--- src/rtl/cbu_pkg.sv ---
package cbu_pkg;

    localparam int DATA_W  = 8;
    localparam int FIELD_W = 3;
    localparam logic [FIELD_W-1:0] REG_MEM = 3'd6;

    typedef enum logic [1:0] {
        CLS_SHIFT = 2'b00,
        CLS_TEST  = 2'b01,
        CLS_CLR   = 2'b10,
        CLS_SET   = 2'b11
    } op_class_e;

    typedef enum logic [2:0] {
        SH_ROL   = 3'd0,
        SH_ROR   = 3'd1,
        SH_RLC   = 3'd2,
        SH_RRC   = 3'd3,
        SH_ASL   = 3'd4,
        SH_ASR   = 3'd5,
        SH_LSL   = 3'd6,
        SH_LSR   = 3'd7
    } shift_sel_e;

    typedef struct packed {
        op_class_e          cls;
        logic [FIELD_W-1:0] mid;
        logic [FIELD_W-1:0] rcode;
    } op_fields_t;

    typedef struct packed {
        logic [DATA_W-1:0] data;
        logic              carry;
        logic              zero;
        logic              sign;
        logic              upd;
    } alu_out_t;

    function automatic op_fields_t split_opcode(input logic [7:0] op);
        op_fields_t f;
        f.cls   = op_class_e'(op[7:6]);
        f.mid   = op[5:3];
        f.rcode = op[2:0];
        return f;
    endfunction

endpackage

--- src/rtl/cbu_shifter.sv ---
module cbu_shifter
    import cbu_pkg::*;
#(
    parameter int W = DATA_W
) (
    input  logic [FIELD_W-1:0] sel,
    input  logic [W-1:0]       din,
    input  logic               cin,
    output logic [W-1:0]       dout,
    output logic               cout
);
    always_comb begin
        dout = din;
        cout = cin;
        unique case (shift_sel_e'(sel))
            SH_ROL: begin dout = {din[W-2:0], din[W-1]}; cout = din[W-1]; end
            SH_ROR: begin dout = {din[0], din[W-1:1]};   cout = din[0];   end
            SH_RLC: begin dout = {din[W-2:0], cin};      cout = din[W-1]; end
            SH_RRC: begin dout = {cin, din[W-1:1]};      cout = din[0];   end
            SH_ASL,
            SH_LSL: begin dout = {din[W-2:0], 1'b0};     cout = din[W-1]; end
            SH_ASR: begin dout = {din[W-1], din[W-1:1]}; cout = din[0];   end
            SH_LSR: begin dout = {1'b0, din[W-1:1]};     cout = din[0];   end
            default: begin dout = din; cout = cin; end
        endcase
    end
endmodule

--- src/rtl/cbu_bitop.sv ---
module cbu_bitop
    import cbu_pkg::*;
#(
    parameter int W = DATA_W
) (
    input  op_class_e          cls,
    input  logic [FIELD_W-1:0] idx,
    input  logic [W-1:0]       din,
    output logic [W-1:0]       dout,
    output logic               tested
);
    logic [W-1:0] mask;

    generate
        for (genvar i = 0; i < W; i++) begin : g_mask
            assign mask[i] = (idx == FIELD_W'(i));
        end
    endgenerate

    assign tested = |(din & mask);

    always_comb begin
        unique case (cls)
            CLS_CLR: dout = din & ~mask;
            CLS_SET: dout = din | mask;
            default: dout = din;
        endcase
    end
endmodule

--- src/rtl/cbu_writeback.sv ---
module cbu_writeback
    import cbu_pkg::*;
(
    input  op_class_e          cls,
    input  logic [FIELD_W-1:0] rcode,
    input  logic               indexed,
    output logic               mem_we,
    output logic               reg_we
);
    logic is_test, is_mem;
    assign is_test = (cls == CLS_TEST);
    assign is_mem  = (rcode == REG_MEM);

    always_comb begin
        if (is_test) begin
            mem_we = 1'b0;
            reg_we = 1'b0;
        end else if (indexed) begin
            mem_we = 1'b1;
            reg_we = !is_mem;
        end else begin
            mem_we = is_mem;
            reg_we = !is_mem;
        end
    end
endmodule

--- src/rtl/cb_bitshift_unit.sv ---
module cb_bitshift_unit
    import cbu_pkg::*;
(
    input  logic               clk,
    input  logic               rst,
    input  logic               valid_in,
    input  logic [7:0]         opcode,
    input  logic [DATA_W-1:0]  operand,
    input  logic               carry_in,
    input  logic               indexed,
    output logic               valid_out,
    output logic [DATA_W-1:0]  result,
    output logic               carry_out,
    output logic               zero_out,
    output logic               sign_out,
    output logic               flag_upd,
    output logic               mem_we,
    output logic               reg_we,
    output logic [FIELD_W-1:0] reg_sel
);
    localparam logic [FIELD_W-1:0] TOP_IDX = FIELD_W'(DATA_W - 1);

    op_fields_t        f;
    logic [DATA_W-1:0] sh_data, bo_data;
    logic              sh_carry, bo_tested;
    logic              wb_mem, wb_reg;
    alu_out_t          nxt;

    assign f = split_opcode(opcode);

    cbu_shifter #(.W(DATA_W)) u_shift (
        .sel(f.mid), .din(operand), .cin(carry_in),
        .dout(sh_data), .cout(sh_carry)
    );

    cbu_bitop #(.W(DATA_W)) u_bit (
        .cls(f.cls), .idx(f.mid), .din(operand),
        .dout(bo_data), .tested(bo_tested)
    );

    cbu_writeback u_wb (
        .cls(f.cls), .rcode(f.rcode), .indexed(indexed),
        .mem_we(wb_mem), .reg_we(wb_reg)
    );

    always_comb begin
        unique case (f.cls)
            CLS_SHIFT: begin
                nxt.data  = sh_data;
                nxt.carry = sh_carry;
                nxt.zero  = (sh_data == '0);
                nxt.sign  = sh_data[DATA_W-1];
                nxt.upd   = 1'b1;
            end
            CLS_TEST: begin
                nxt.data  = operand;
                nxt.carry = carry_in;
                nxt.zero  = !bo_tested;
                nxt.sign  = (f.mid == TOP_IDX) && bo_tested;
                nxt.upd   = 1'b1;
            end
            default: begin
                nxt.data  = bo_data;
                nxt.carry = carry_in;
                nxt.zero  = (bo_data == '0);
                nxt.sign  = bo_data[DATA_W-1];
                nxt.upd   = 1'b0;
            end
        endcase
    end

    always_ff @(posedge clk) begin
        if (rst) begin
            valid_out <= 1'b0;
            result    <= '0;
            carry_out <= 1'b0;
            zero_out  <= 1'b0;
            sign_out  <= 1'b0;
            flag_upd  <= 1'b0;
            mem_we    <= 1'b0;
            reg_we    <= 1'b0;
            reg_sel   <= '0;
        end else begin
            valid_out <= valid_in;
            mem_we    <= valid_in && wb_mem;
            reg_we    <= valid_in && wb_reg;
            if (valid_in) begin
                result    <= nxt.data;
                carry_out <= nxt.carry;
                zero_out  <= nxt.zero;
                sign_out  <= nxt.sign;
                flag_upd  <= nxt.upd;
                reg_sel   <= f.rcode;
            end
        end
    end

    // one-cycle handshake
    a_r11_valid_follows: assert property (@(posedge clk) disable iff (rst)
        valid_in |=> valid_out);
    a_r11_idle_no_write: assert property (@(posedge clk) disable iff (rst)
        !valid_in |=> (!valid_out && !mem_we && !reg_we));
    // bit test writes nothing and returns its operand
    a_r7_test_no_write: assert property (@(posedge clk) disable iff (rst)
        (valid_in && opcode[7:6] == 2'b01) |=> (!mem_we && !reg_we && result == $past(operand)));
    // arithmetic right shift keeps the sign bit
    a_r5_asr_sign: assert property (@(posedge clk) disable iff (rst)
        (valid_in && opcode[7:3] == 5'b00101) |=> (result[DATA_W-1] == $past(operand[DATA_W-1])));
    // indexed non-test always stores to memory
    a_r10_indexed_mem: assert property (@(posedge clk) disable iff (rst)
        (valid_in && indexed && opcode[7:6] != 2'b01) |=> mem_we);
    // plain form never writes both destinations
    a_r9_single_dest: assert property (@(posedge clk) disable iff (rst)
        (valid_in && !indexed) |=> !(mem_we && reg_we));
endmodule

--- config.mk ---
export PLATFORM = sky130hd
export DESIGN_NAME = cb_bitshift_unit
export DESIGN_NICKNAME = d
export VERILOG_FILES = /design/src/rtl/cbu_pkg.sv /design/src/rtl/cbu_shifter.sv /design/src/rtl/cbu_bitop.sv /design/src/rtl/cbu_writeback.sv /design/src/rtl/cb_bitshift_unit.sv
export SDC_FILE = /design/constraint.sdc
export NUM_CORES = 1
export LEC_CHECK = 0
export CAP_MARGIN = 5
export CORE_AREA = 2 2 51 65
export CTS_CLUSTER_SIZE = 10
export DETAILED_ROUTE_END_ITERATION = 7
export DIE_AREA = 0 0 53 67
export GPL_TIMING_DRIVEN = 0
export PLACE_DENSITY = 0.79
export SLEW_MARGIN = 25
export SYNTH_ARGS = -nofsm -noshare
export SYNTH_HDL_FRONTEND = slang
export SYNTH_SLANG_ARGS = --single-unit
--- constraint.sdc ---
create_clock -name clk -period 1.5 [get_ports clk]
set_input_delay 0.3 -clock clk [delete_from_list [all_inputs] [get_ports clk]]
set_output_delay 0.3 -clock clk [all_outputs]
set_load 0.03 [all_outputs]
==> key figures <==
Run status
  • Status: finished, final reports clean

Floorplanning
  • Die span in x: around 53 um
  • Ports: 39
  • Core area: 2890 um2
  • Num rows: 22
  • Initial core utilization: 0.457
  • Die area: roughly 3600 um2
  • Die Y: 67 um

Power
  • Cell-internal power: approximately 0.85 mW
  • NetSw: around 0.43 mW
  • Switching Fraction: 0.336
  • Power Density: approximately 690 nW/um2
  • Flop pwr share: 0.408
  • Comb pwr share: 0.365
  • Clock group share of total power: 0.227
  • P_leak: approximately 0.85 nW
  • VDD IR max: approximately 0.00038 V
  • Total Power: between 1 and 1.5 mW

Global routing
  • Largest net degree at the start of global routing: 11
  • Global-route usage over all layers: 0.239
  • Total grt overflow: 0
  • Antenna violations before repair: 0
  • First-pass GRT wire length: approximately 6400 um
  • Vias in the first global route: ~1400

Timing
  • Final Hold Vio Count: 0
  • Worst Tran Pin Value: 0.555 ns
  • Setup TNS: 0 ns
  • Layout Skew: 0 ns
  • Final setup fails: 0
  • Unrepaired setup endpoints after global routing: false
  • Final WS setup: around 0.072 ns
  • Rel. slew slack: 0.630
  • Fmax: about 700 MHz
  • Period Utilization, post-route: 0.952
  • Final Max Tran Viols: 0
  • Tmin final: between 1 and 1.5 ns

Routing
  • Via/cell ratio: 5.90
  • Starting DRC count in detailed routing: 85
  • Number of detailed-route iterations in the first pass: 7
  • Post-Route WL: between 3000 and 4000 um
  • Drt wl/cell: 15.4 um
  • DR DRC count: 0
  • Routed vias: ~1500
  • Antenna viol nets, final: 0

Clocking
  • H-tree depth: 1
  • Clock Path Buffers: 2
  • TritonCTS clock tree: yes
  • Clk sinks: 18
  • Worst skew pair latency: 0.29 ns
  • CTS root buf: clkbuf_4
  • Hold buffers post-CTS: 0
  • Clock transition at path regs: about 0.10 ns
  • CTS Buf Count: 3

Logic synthesis
  • Sequential area share after synthesis: 0.273
  • Ys async rst share: 0
  • Warnings from Yosys: 0
  • Predominant post-synthesis flop cell: dfxtp_1
  • Synth top area cells: dfxtp_1, nor2_1, mux2i_1
  • Syn Inst Count: 176
  • Number of synthesized flops with an enable pin: 0
  • Post-Syn Area: between 1000 and 1500 um2
  • FF+latch count, synth: 18
  • Yosys cell types: 42
  • Post-synth top area cell: dfxtp_1
  • Syn_nets: 197
  • Post-Syn Area per Cell: between 7 and 8 um2
  • Count leader, synth: nor2_1
  • Commonest cells post-synth: nor2_1, dfxtp_1, nand2_1
  • Synth top area share: 0.273

Setup path
  • CP arrival: 1.65 ns
  • Crit Path Class: in -> reg
  • Worst r2r path cells: 2
  • Critical Path RT: between 1.5 and 2 ns
  • Crit path max fanout: 3
  • Critical path endpoint category: register
  • CP startpoint kind: primary input

Finish
  • FILL cells: about 270
  • Reg area: between 300 and 400 um2
  • Share of cells above drive strength 1: 0.189
  • Layout area overhead: 41.1%
  • Multi-input gate area: between 800 and 900 um2
  • # diodes: 0
  • Nets: 244

Hold path
  • Type of the worst min-delay path: in -> reg
  • Hold Crit Depth: 3

Placement
  • Worst slack, placed: -0.698 ns
  • HPWL Detailed: ~2800 um
  • Number of port buffers: 36
  • Placer Congestion: 0.954

Job
  • Max cap viols: 0
==> registers in the layout (all words and copies together) (netlist names) <==
register / cells
result: 8
flag_upd: 1
reg_sel: 3
reg_we: 1
zero_out: 1
mem_we: 1
carry_out: 1
sign_out: 1
valid_out: 1
==> path summary, 6_finish.rpt <==
check	from	end	slack [ns]
worst max-delay path	carry_in	zero_out	0.07
worst min-delay path	operand[7]	result[7]	0.34
worst max register to register	result[6]	result[6]	0.77
worst min register to register	flag_upd	flag_upd	0.48
==> metal layers <==
metal  vias up  part of all wire  global-route usage
li1        734                 -                   -
met1       704              0.41               0.287
met2        73              0.50               0.408
met3        11             0.068              0.0202
met4         0             0.028               0.135
met5         -                 0                   0
==> power groups by stage <==
stage,Combinational [mW],Sequential (mW),Clock [mW]
2_1_floorplan,0.207,0.603,0
5_1_grt,0.503,0.529,0.320
6_report,0.469,0.525,0.292
3_3_place_gp,0.453,0.536,0
3_5_place_dp,0.455,0.538,0
4_1_cts,0.462,0.525,0.292
==> cells in the final DEF, fill, tap and decap left out, drive strengths merged, types with 2 or more instances in the layout <==
master / netlist / routed
o32ai: 3 / 3
nand3b: 2 / 2
dlygate4sd2: 0 / 21
o211ai: 4 / 4
clkdlybuf4s50: 0 / 6
dfxtp: 18 / 18
nor2: 33 / 33
o21ai: 13 / 13
nand2: 15 / 15
mux2: 5 / 5
nor3: 3 / 3
o41ai: 2 / 2
nand4: 4 / 4
nand3: 2 / 2
dlymetal6s2s: 0 / 6
a211oi: 6 / 6
a32oi: 2 / 2
a31oi: 2 / 2
nand2b: 6 / 6
a21oi: 8 / 8
mux2i: 10 / 10
nor2b: 2 / 2
buf: 9 / 15
inv: 7 / 7
a311oi: 2 / 2
clkbuf: 6 / 13
==> layout make-up <==
class	count	area share
Buffer	15	0.0604
Clock buffer	4	0.0195
Inverter	7	0.0141
Multi-Input combinational cell	136	0.480
Sequential cell	18	0.193
Tap cell	36	0.0242
Timing Repair Buffer	42	0.209
==> worst max-delay path, stage by stage <==
cell	delay (ns)
dlygate4sd2_1	0.26
mux2_4	0.26
a22o_1	0.23
o41ai_2	0.31
a41oi_1	0.09
a211oi_2	0.19
==> kinds of logic (layout without fill, tap and decap cells) <==
logic type,count (synthesis),in the layout,synth area share
compound gates,53,53,0.290
mux,15,15,0.121
flops,18,18,0.273
buf+inv,22,68,0.0844
simple gates,68,68,0.231
==> per-stage QoR <==
step           cells   util  hold WS, ns  cell area [um2]
5_1_grt          258  0.645        0.355             1860
3_5_place_dp     248  0.597        0.477             1730
3_3_place_gp     248  0.597        0.465             1730
2_1_floorplan    176      -        0.372             1320
4_1_cts          257  0.638        0.442             1840
6_report         258  0.645        0.345             1860
==> what timing repair did <==
| item | in CTS | in global routing |
|---|---|---|
| resized for setup | 41 | 14 |
| pin swaps | 3 | 3 |
| setup buffers | 4 | 1 |
| cloned | 1 | 0 |
| setup endpoints to repair | 28 | 6 |
Power figures use the tool's default switching activity.
